--- src/rtl/dml_pkg.sv ---
package dml_pkg;

    typedef enum logic [1:0] {
        ST_IDLE   = 2'd0,
        ST_ACTIVE = 2'd1,
        ST_WRAP   = 2'd2
    } dml_state_e;

    // register selects
    localparam logic [1:0] SEL_CTRL   = 2'd0;
    localparam logic [1:0] SEL_COUNT  = 2'd1;
    localparam logic [1:0] SEL_SGPTR  = 2'd2;
    localparam logic [1:0] SEL_IRQCLR = 2'd3;

    // control word bit positions
    localparam int B_GO       = 0;
    localparam int B_END_EN   = 1;
    localparam int B_HALF_EN  = 2;
    localparam int B_DREQ     = 3;
    localparam int B_SG_EN    = 4;
    localparam int B_LINK_EN  = 5;
    localparam int B_DONE_CLR = 6;
    localparam int B_REQ_EN   = 7;
    localparam int B_LINKCH   = 8;

    // sticky flag indices in the clear word
    localparam int F_HALF  = 0;
    localparam int F_END   = 1;
    localparam int F_SGERR = 2;
    localparam int N_FLAGS = 3;

    localparam int SG_ALIGN_BITS = 5;

endpackage

--- src/rtl/dml_fsm.sv ---
module dml_fsm
    import dml_pkg::*;
(
    input  logic clk,
    input  logic rst_n,
    input  logic svc_begin,
    input  logic minor_done,
    input  logic err,
    input  logic cnt_last,
    output logic active,
    output logic wrap,
    output logic accept
);

    dml_state_e state_q;
    dml_state_e state_d;

    always_ff @(posedge clk) begin
        if (!rst_n) begin
            state_q <= ST_IDLE;
        end else begin
            state_q <= state_d;
        end
    end

    always_comb begin
        state_d = state_q;
        unique case (state_q)
            ST_IDLE: begin
                if (svc_begin) begin
                    state_d = ST_ACTIVE;
                end
            end
            ST_ACTIVE: begin
                if (err) begin
                    state_d = ST_IDLE;
                end else if (minor_done && cnt_last) begin
                    state_d = ST_WRAP;
                end else if (minor_done) begin
                    state_d = ST_IDLE;
                end
            end
            ST_WRAP: begin
                state_d = ST_IDLE;
            end
            default: begin
                state_d = ST_IDLE;
            end
        endcase
    end

    always_comb begin
        active = (state_q == ST_ACTIVE);
        wrap   = (state_q == ST_WRAP);
        accept = (state_q == ST_IDLE) && svc_begin;
    end


    err_drop_chk: assert property (@(posedge clk) disable iff (!rst_n)
        (state_q == ST_ACTIVE && err) |=> (state_q == ST_IDLE));


    wrap_single_chk: assert property (@(posedge clk) disable iff (!rst_n)
        (state_q == ST_WRAP) |=> (state_q == ST_IDLE));

endmodule

--- src/rtl/dml_iter_cnt.sv ---
module dml_iter_cnt #(
    parameter int CW = 12
) (
    input  logic          clk,
    input  logic          rst_n,
    input  logic          load,
    input  logic [CW-1:0] load_val,
    input  logic          reload,
    input  logic          dec,
    output logic [CW-1:0] cur,
    output logic          cnt_last,
    output logic          cnt_zero,
    output logic          half_hit
);

    localparam logic [CW-1:0] ONE = CW'(1);

    logic [CW-1:0] cur_q;
    logic [CW-1:0] beg_q;
    logic [CW-1:0] cur_dec;

    assign cur_dec  = cur_q - ONE;
    assign cur      = cur_q;
    assign cnt_last = (cur_q == ONE);
    assign cnt_zero = (cur_q == '0);
    assign half_hit = dec && (cur_dec == (beg_q >> 1));

    always_ff @(posedge clk) begin
        if (!rst_n) begin
            cur_q <= '0;
            beg_q <= '0;
        end else if (load) begin
            cur_q <= load_val;
            beg_q <= load_val;
        end else if (reload) begin
            cur_q <= beg_q;
        end else if (dec) begin
            cur_q <= cur_dec;
        end
    end


    dec_step_chk: assert property (@(posedge clk) disable iff (!rst_n)
        (dec && !load && !reload) |=> (cur_q == CW'($past(cur_q) - ONE)));


    reload_chk: assert property (@(posedge clk) disable iff (!rst_n)
        (reload && !load) |=> (cur_q == $past(beg_q)));

endmodule

--- src/rtl/dma_major_loop_ctrl.sv ---
module dma_major_loop_ctrl
    import dml_pkg::*;
#(
    parameter int DW = 32,
    parameter int CW = 12,
    parameter int LW = 4
) (
    input  logic          clk,
    input  logic          rst_n,
    input  logic          wr_en,
    input  logic [1:0]    wr_sel,
    input  logic [DW-1:0] wr_data,
    input  logic          svc_begin,
    input  logic          minor_done,
    input  logic          err,
    output logic          start_flag,
    output logic          active,
    output logic          done,
    output logic [CW-1:0] cur_count,
    output logic          req_en,
    output logic          half_irq,
    output logic          end_irq,
    output logic          sg_err,
    output logic          link_req,
    output logic [LW-1:0] link_ch,
    output logic          sg_fetch_req,
    output logic [DW-1:0] sg_fetch_addr
);

    logic wr_ctrl, wr_count, wr_sgptr, wr_irqclr;
    logic wrap, accept, cnt_last, cnt_zero, half_hit, dec, reload;
    logic start_q, done_q, end_en_q, half_en_q, dreq_q, sg_en_q, link_en_q, req_en_q;
    logic [LW-1:0] link_ch_q;
    logic [DW-1:0] sg_ptr_q;
    logic sg_aligned;
    logic [N_FLAGS-1:0] flag_set;
    logic [N_FLAGS-1:0] flag_q;

    assign wr_ctrl   = wr_en && (wr_sel == SEL_CTRL);
    assign wr_count  = wr_en && (wr_sel == SEL_COUNT);
    assign wr_sgptr  = wr_en && (wr_sel == SEL_SGPTR);
    assign wr_irqclr = wr_en && (wr_sel == SEL_IRQCLR);

    dml_fsm u_fsm (
        .clk        (clk),
        .rst_n      (rst_n),
        .svc_begin  (svc_begin),
        .minor_done (minor_done),
        .err        (err),
        .cnt_last   (cnt_last),
        .active     (active),
        .wrap       (wrap),
        .accept     (accept)
    );

    assign dec    = active && minor_done && !err && !cnt_zero;
    assign reload = wrap && !sg_en_q;

    dml_iter_cnt #(.CW(CW)) u_cnt (
        .clk      (clk),
        .rst_n    (rst_n),
        .load     (wr_count),
        .load_val (wr_data[CW-1:0]),
        .reload   (reload),
        .dec      (dec),
        .cur      (cur_count),
        .cnt_last (cnt_last),
        .cnt_zero (cnt_zero),
        .half_hit (half_hit)
    );

    // service request and completion flags
    always_ff @(posedge clk) begin
        if (!rst_n) begin
            start_q <= 1'b0;
            done_q  <= 1'b0;
        end else begin
            if (wr_ctrl && wr_data[B_GO]) begin
                start_q <= 1'b1;
            end else if (accept) begin
                start_q <= 1'b0;
            end
            if (wrap) begin
                done_q <= 1'b1;
            end else if (accept || (wr_ctrl && wr_data[B_DONE_CLR])) begin
                done_q <= 1'b0;
            end
        end
    end

    // control fields; the two chaining enables are guarded by done
    always_ff @(posedge clk) begin
        if (!rst_n) begin
            end_en_q  <= 1'b0;
            half_en_q <= 1'b0;
            dreq_q    <= 1'b0;
            sg_en_q   <= 1'b0;
            link_en_q <= 1'b0;
            req_en_q  <= 1'b0;
            link_ch_q <= '0;
            sg_ptr_q  <= '0;
        end else begin
            if (wr_ctrl) begin
                end_en_q  <= wr_data[B_END_EN];
                half_en_q <= wr_data[B_HALF_EN];
                dreq_q    <= wr_data[B_DREQ];
                sg_en_q   <= wr_data[B_SG_EN] && !done_q;
                link_en_q <= wr_data[B_LINK_EN] && !done_q;
                link_ch_q <= wr_data[B_LINKCH +: LW];
            end
            if (wrap && dreq_q) begin
                req_en_q <= 1'b0;
            end else if (wr_ctrl) begin
                req_en_q <= wr_data[B_REQ_EN];
            end
            if (wr_sgptr) begin
                sg_ptr_q <= wr_data;
            end
        end
    end

    assign sg_aligned = (sg_ptr_q[SG_ALIGN_BITS-1:0] == '0);

    assign flag_set[F_HALF]  = half_hit && half_en_q;
    assign flag_set[F_END]   = wrap && end_en_q;
    assign flag_set[F_SGERR] = wrap && sg_en_q && !sg_aligned;

    for (genvar gi = 0; gi < N_FLAGS; gi++) begin : g_sticky
        logic bit_q;
        always_ff @(posedge clk) begin
            if (!rst_n) begin
                bit_q <= 1'b0;
            end else if (flag_set[gi]) begin
                bit_q <= 1'b1;
            end else if (wr_irqclr && wr_data[gi]) begin
                bit_q <= 1'b0;
            end
        end
        assign flag_q[gi] = bit_q;
    end

    assign start_flag    = start_q;
    assign done          = done_q;
    assign req_en        = req_en_q;
    assign half_irq      = flag_q[F_HALF];
    assign end_irq       = flag_q[F_END];
    assign sg_err        = flag_q[F_SGERR];
    assign link_req      = wrap && link_en_q;
    assign link_ch       = link_ch_q;
    assign sg_fetch_req  = wrap && sg_en_q && sg_aligned;
    assign sg_fetch_addr = sg_ptr_q;


    enable_guard_chk: assert property (@(posedge clk) disable iff (!rst_n)
        (wr_ctrl && done_q) |=> (!sg_en_q && !link_en_q));


    dreq_clear_chk: assert property (@(posedge clk) disable iff (!rst_n)
        (wrap && dreq_q) |=> !req_en);


    start_clear_chk: assert property (@(posedge clk) disable iff (!rst_n)
        (accept && !(wr_ctrl && wr_data[B_GO])) |=> !start_flag);


    misalign_chk: assert property (@(posedge clk) disable iff (!rst_n)
        (wrap && sg_en_q && !sg_aligned) |=> sg_err);


    done_set_chk: assert property (@(posedge clk) disable iff (!rst_n)
        wrap |=> done);

endmodule

--- config.mk ---
export PLATFORM = sky130hd
export DESIGN_NAME = dma_major_loop_ctrl
export DESIGN_NICKNAME = d
export VERILOG_FILES = /design/src/rtl/dml_pkg.sv /design/src/rtl/dml_fsm.sv /design/src/rtl/dml_iter_cnt.sv /design/src/rtl/dma_major_loop_ctrl.sv
export SDC_FILE = /design/constraint.sdc
export NUM_CORES = 1
export LEC_CHECK = 0
export BUFFER_PORTS_ARGS = -buffer_cell sky130_fd_sc_hd__clkbuf_2
export CORE_ASPECT_RATIO = 1.25
export CORE_MARGIN = 5
export CORE_UTILIZATION = 56
export DETAILED_ROUTE_END_ITERATION = 10
export PLACE_DENSITY_LB_ADDON = 0.25
export SLEW_MARGIN = 20
export SYNTH_ARGS = -nofsm -noshare
export SYNTH_HDL_FRONTEND = slang
export SYNTH_SLANG_ARGS = --single-unit
--- constraint.sdc ---
create_clock -name clk -period 4.8 [get_ports clk]
set_input_delay 0.72 -clock clk [delete_from_list [all_inputs] [get_ports clk]]
set_output_delay 0.72 -clock clk [all_outputs]
set_load 0.05 [all_outputs]
==> results.txt, run 1 <==
The flow ran to the end, and the final reports show no timing, DRC or antenna violations. The number of antenna violations at the first check in global routing came out at 0. The wire length of the first global-routing pass is 14300 um.

The tree is rooted in a clkbuf_8. The worst setup path is launched from a flop. The number of gates given a new drive strength after cts came out at 0.

After technology mapping, the gate count stands at 430. The total grt overflow came out at 0. The initial core utilization is 57.8%. The tightest hold path in the finished design has a slack of 456 ps.

For this run, the top clock speed supported by timing is 0.407 GHz. The worst setup path is captured at an output pin. The first-iteration detailed-routing DRC count came out at 146.

The number of hold violations in the final report came out at 0. The time the worst path needs with I/O delays and setup is 2460 ps. The maximum level of the CTS H-tree came out at 3. At the worst endpoint, the arrival time is 1740 ps. The worst path uses 51.2% of the clock period. The standby leakage power is 1.66 nW.

The worst hold path belongs to the class flop to flop. The Yosys step of the flow raised 0 warnings. After detailed routing, the average wire length per cell comes to 15.1 um. The net count reported at finish came out at 549.

The number of global-route vias before repair is 3079. The post-route DRC violation count came out at 0. For this run, the total global-route usage over all layers was measured as 23.7%. The synthesized netlist net count is 473. The final worst clock skew is 7.07 ps.

Counting instances, the worst hold path has a depth of 2. The number of cells on the worst reg-to-reg path is 6. The register clock-pin slew on the reported worst setup and hold paths came out at 70 ps. The library cell used most frequently in the layout, excluding fill and tap cells, is nand2_1.

The delay of the slowest cell on the worst path came out at 570 ps. The top cell types in the final layout, fill and taps aside, are nand2_1 (132), clkbuf_2 (96), dfxtp_1 (73). The headroom to the max-slew limit came out at 38.9%. The number of enable flip-flop cells after synthesis came out at 0.

The die width came out at 79.1 um. For the worst setup path, the data required time is 4080 ps. The number of detailed-route iterations in the first pass came out at 4. At the pin with the least slew margin, the transition time is 908 ps. The worst flop-to-flop path startpoint is u_cnt.cur[4]. The cell area power density is 349 nW/um2. The last weighted congestion value of the routability-driven placer came out at 0.912.

The signal on the critical path passes through or4_1 -> nor3_1 -> clkbuf_2. For this block, the via count after detailed routing is 3198. The final setup TNS is 0 ps. The number of setup buffers added after CTS is 0. The share of the Yosys chip area taken by registers is 43.8%.

The synthesized area came out at 3340 um2. The number of vias per cell came out at 5.54. The floorplan row count is 31. In this run, post-CTS hold repair placed 0 buffers. The fraction of registers with async set or reset after synthesis is 0%.

The fraction of layout instances using a drive strength above 1 is 24.1%. Setup violations remaining at the end of the flow were counted as 0. The chip height came out at 96.3 um. The pin count of the biggest net entering global routing came out at 47. The launch point of the critical path is sg_fetch_addr[1]. The beginning of the worst hold path is sg_fetch_addr[9]. After synthesis the netlist holds a flip-flop and latch count of 73. The number of clock sinks came out at 73. The worst setup path is of the flop to output pin kind. The area growth from synthesis to layout is 18.4%. In the synthesized netlist the dominant register cell turns out to be dfxtp_1. The number of CTS-inserted buffers is 9. The count of distinct cell types in the synthesized netlist is 46. The tool flagged a number of max-cap violations equal to 0.

The count of pins over their slew limit came out at 0. For this design the top-level I/O count stands at 97. The post-synthesis average cell area came out at 7.76 um2.

The number of routed nets with antenna violations came out at 0. The slowest stage of the critical path belongs to the cell or4_1. The overall die area came out at 7610 um2. The number of diodes came out at 0. The final routed wirelength across all metal layers came out at 8720 um.

The half-perimeter wire length of the detailed placement result is 6440 um. The count of port buffers added during placement is 96. Setup repair after global routing left no endpoint under its margin. Across the VDD grid, the largest voltage drop is 0.264 mV. The TritonCTS clock tree is done. The floorplan step defined a core boundary enclosing 5780 um2. No sink is reached through more buffers than the 2 on the longest clock path.

The maximum fanout along the worst path came out at 3. The insertion delay to the later sink of the worst-skew pair is 340 ps.
## cell type report
class                           count  area (um2)
Inverter                            6        22.5
Clock buffer                       10         128
Clock inverter                      6        42.5
Timing Repair Buffer               97         488
Tap cell                           66        82.6
Fill cell                         503        1830
Multi-Input combinational cell    319        1730
Sequential cell                    73        1460
## cell families after synthesis
group | Yosys count | synth area share (%)
xor gates and xnor gates | 17 | 4.46
adders and majority gates | 3 | 1.12
AOI/OAI and AO/OA | 110 | 20.5
muxes | 1 | 0.300
and+or+nand+nor | 188 | 25.2
buffers and inverters | 38 | 4.68
DFF | 73 | 43.8
## layer usage
metal  global-route usage (%)  part of all wire [%]  vias up
li1                         -                     -     1626
met1                     28.4                    44     1473
met2                     40.5                    49       83
met3                     4.78                   5.0       16
met4                     11.3                   2.1        0
met5                        0                     0        -
## report_power, final
part	leakage [nW]	switching, mW	internal, mW
registers	0.594	0.0305	0.630
clock network	0.0827	0.227	0.188
logic	0.985	0.198	0.107
total	1.66	0.456	0.924
## cell usage after synthesis (3+ instances only)
cell type  count  area share (%)
nand2_1      132              15
dfxtp_1       73              44
a21oi_1       43             6.4
clkbuf_1      25             2.8
nor2_1        15             1.7
a21boi_0      14             3.1
o21ai_0       13             1.9
a31oi_1       12             2.2
o211ai_1      12             2.7
xnor2_1       10             2.6
nand3_1        7             1.0
xor2_1         7             1.8
buf_2          5            0.75
inv_1          5            0.56
nand3b_1       4            0.90
ha_1           3             1.1
nor2b_1        3            0.56
or2_2          3            0.56
or3_1          3            0.56
or3b_2         3            0.79
or4_1          3            0.67
## sequential cells by signal, indices dropped and copies added (netlist names)
name	count
u_cnt.cur	12
dreq_q	1
u_cnt.beg_q	12
end_en_q	1
end_irq	1
sg_en_q	1
half_irq	1
half_en_q	1
u_fsm.state_q	2
start_flag	1
sg_fetch_addr	32
link_ch	4
sg_err	1
req_en	1
link_en_q	1
done	1
## worst max-delay path: cells and delay by family (launching register included)
family	cells	cell delay, ps
buffers and inverters	1	300
flip-flops	1	330
AND/OR/NAND/NOR	2	770
## metrics by stage
step / area, um2 / setup slack, ps / utilization, % / power [mW] / instances
after global routing: 3950 / 2160 / 68.4 / 1.45 / 577
after detailed placement: 3780 / 2280 / 65.4 / 0.977 / 561
after global placement: 3780 / 2370 / 65.4 / 0.972 / 561
final: 3950 / 2340 / 68.4 / 1.38 / 577
after floorplan: 3340 / 1920 / - / 0.901 / 430
after CTS: 3950 / 2320 / 68.4 / 1.39 / 577
## worst paths after layout
path | slack, ps | end
setup / recovery | 2340 | sg_fetch_req
hold / removal | 460 | sg_fetch_addr[9]
setup reg to reg | 2390 | u_cnt.cur[9]
hold reg to reg | 460 | sg_fetch_addr[9]
Note: power is estimated with default switching activity, not from simulation.
==> run 2, diff against run 1 <==
CORE_UTILIZATION = 52   (was 56)
clock period = 2.3 ns   (was 4.8 ns; I/O delays follow)
==> results.txt, run 2 (synthesis results as in run 1) <==
Setup repair after global routing left no endpoint under its margin. Walking the worst path, the cells encountered are or3_1 -> or2_2 -> or3_1 -> a21o_4 -> o21ai_0 -> a31oi_1. The count of port buffers added during placement is 96 (unchanged).

The routed design could run at a clock period as short as 2160 ps. The area of the multi-input gates is 1740 um2 (+0.43%). The path class of the tightest hold or removal check is input pin to flop. The standby leakage power was 1.77 nW (+6.7%). TritonCTS built the clock tree. The number of diodes is 0 (unchanged). The worst path setup slack after routing came out at 142 ps (-2200 ps). The final-layout fill cell count came out at 552 (+9.7%). Leaving out fill and tap cells, the most frequent cell in the layout is nand2_1. The pin count of the biggest net entering global routing came out at 33 (-30%). In this run the worst setup path begins at u_cnt.cur[8]. The headroom to the max-slew limit came out at 60.9% (+22 points). The maximum fanout along the worst path came to 23 (+20).

The critical path data arrival time is 2380 ps (+640 ps). The maximum level of the CTS H-tree came to 3 (unchanged). The average wire per cell in the routed design came out at 15.2 um (+0.39%). The number of primary I/O pins is 97 (unchanged).

The placed instance count came out at 597 (+6.4%). The total grt overflow is 0 (unchanged). The half-perimeter wire length of the detailed placement result came out at 6950 um (+7.9%). The launching element type of the critical path is a flop. The chip height came out at 99.6 um (+3.4%).

The delay of the slowest cell on the worst path came to 400 ps (-170 ps). The data required time of the critical path came out at 2520 ps (-1560 ps). The final cycle utilization of the critical path is 93.8%. The final routed wirelength across all metal layers came out at 9300 um (+6.7%). The final worst clock skew is 7.24 ps (+0.172 ps).

The number of clock sinks is 73 (unchanged). The most repeated library cell on the critical path is or3_1. The insertion delay to the later sink of the worst-skew pair is 340 ps (about the same). The overall die area came out at 8130 um2 (+6.8%). CTS placed an instance of clkbuf_8 at the clock tree root. The number of detailed-route iterations in the first pass came to 4 (unchanged).

The total routing resource utilization after global routing is 23.8% (+0.11 points). The worst setup path is captured at a flop. The die width was 81.7 um (+3.3%). The number of vias per cell came out at 5.44 (-1.9%).

The number of flip-flops in the largest register came out at 32 (unchanged). The worst setup path endpoint is u_cnt.cur[9]. The worst setup slack after placement came out at 18.5 ps (-2270 ps). The number of global-route vias before repair was 3249 (+5.5%). The worst flop-to-flop path startpoint is u_cnt.cur[8]. The cell area power density came to 759 nW/um2 (+120%). The maximum vdd drop came to 0.533 mV (+100%). The total power was 3.17 mW (+130%).

The number of hold violations in the final report is 0 (unchanged). The final setup TNS came out at 0 ps (unchanged). The library cells used most frequently in the layout, excluding fill and tap cells, are nand2_1 (132), clkbuf_2 (96), dfxtp_1 (71). The area growth from synthesis to layout is 25.1%. The net count reported at finish is 566 (+3.1%). The post-cts hold buffer count is 0 (unchanged). The first-iteration detailed-routing DRC count is 226 (+55%). The max-capacitance violation count came to 0 (unchanged).

The buffer depth of the longest clock path is 2 (unchanged). The post-route DRC violation count came out at 0 (unchanged). The worst-path cell with the longest stage delay is or3_1. The slack of the worst reg-to-reg path came out at 140 ps (-2250 ps). The run finished with clean final reports. The count of endpoints failing setup in the final report came out at 0 (unchanged).

The wire length of the first global-routing pass came out at 15300 um (+6.6%). By startpoint and endpoint, the worst setup path is classified as flop to flop. The initial core utilization is 53.8% (-4.0 points). The last weighted congestion value of the routability-driven placer came out at 0.973 (+6.7%). The register clock-pin slew on the reported worst setup and hold paths came out at 80 ps (about the same). The fraction of layout instances using a drive strength above 1 came out at 27.3% (+3.2 points). The post-detailed-placement cell area is 3950 um2 (+4.4%).

The floorplan row count is 32 (+3.2%). The number of CTS-inserted buffers is 9 (unchanged). The number of cells on the worst reg-to-reg path came out at 6 (unchanged).

The count of pins over their slew limit came out at 0 (unchanged). The number of antenna violations at the first check in global routing was 0 (unchanged). Timing would allow up to 0.463 GHz. The storage element area came out at 1460 um2 (+0.17%). The post-layout instance area came out at 4180 um2 (+5.7%). The core box area came out at 6210 um2 (+7.4%). The number of routed nets with antenna violations came out at 0 (unchanged). The slew at the pin with the worst max-slew slack came out at 587 ps (-321 ps). The number of vias in the routed layout is 3333 (+4.2%).

The endpoint identified for the worst register-to-register timing path is u_cnt.cur[9]. The final instance count without filler cells is 613 (+6.2%).
run 2: changes by cell type in the layout (fill, tap and decap cells not counted), sizes merged:
| cell | before | now |
|---|---|---|
| inv | 7 | 6 |
| clkinv | 3 | 2 |
| buf | 1 | 18 |
| bufinv | 0 | 2 |
run 2: final cells by class:
| type | instances | area share, % |
|---|---|---|
| Multi-Input combinational cell | 319 | 41.6 |
| Sequential cell | 73 | 35.1 |
| Timing Repair Buffer | 114 | 15.0 |
| Clock buffer | 10 | 3.06 |
| Tap cell | 85 | 2.55 |
| Clock inverter | 6 | 2.22 |
| Inverter | 6 | 0.539 |
run 2: worst max-delay path: cells and delay by family, from the launching register on:
kind | cells | cell delay, ps
AO/OA/AOI/OAI | 3 | 610
flip-flops | 1 | 370
AND/OR/NAND/NOR | 3 | 1050
run 2: routing by layer:
layer | wire [um] | GRT usage, %
met5 | 0 | 0
met1 | 4030 | 30.9
met2 | 4440 | 37.6
met3 | 582 | 4.71
met4 | 243 | 11.0
run 2: through the flow:
stage          util [%]  hold slack (ps)
4_1_cts            67.2              212
3_5_place_dp       63.6              451
3_3_place_gp       63.6              438
5_1_grt            67.3              211
6_report           67.3              223
2_1_floorplan         -              426
run 2: what timing repair did:
item                                    4_1_cts  5_1_grt
gates resized for setup                       0        2
buffers inserted                              0        0
endpoints found under the hold margin         0        0
endpoints found under the setup margin        0       12
run 2: where the power goes:
| part | leakage, nW | switching [mW] | internal, mW |
|---|---|---|---|
| clock | 0.103 | 0.488 | 0.615 |
| combinational | 1.07 | 0.444 | 0.260 |
| sequential | 0.595 | 0.0495 | 1.31 |
run 2: how the worst min path moves through the flow:
stage	start	end	slack (ps)	depth (start not counted)
2_1_floorplan	dreq_q	req_en	430	1
4_1_cts	wr_data[18]	sg_fetch_addr[18]	210	3
6_report	wr_data[18]	sg_fetch_addr[18]	220	3
3_3_place_gp	link_en_q	link_en_q	440	2
3_5_place_dp	link_en_q	link_en_q	450	2
5_1_grt	wr_data[18]	sg_fetch_addr[18]	210	3
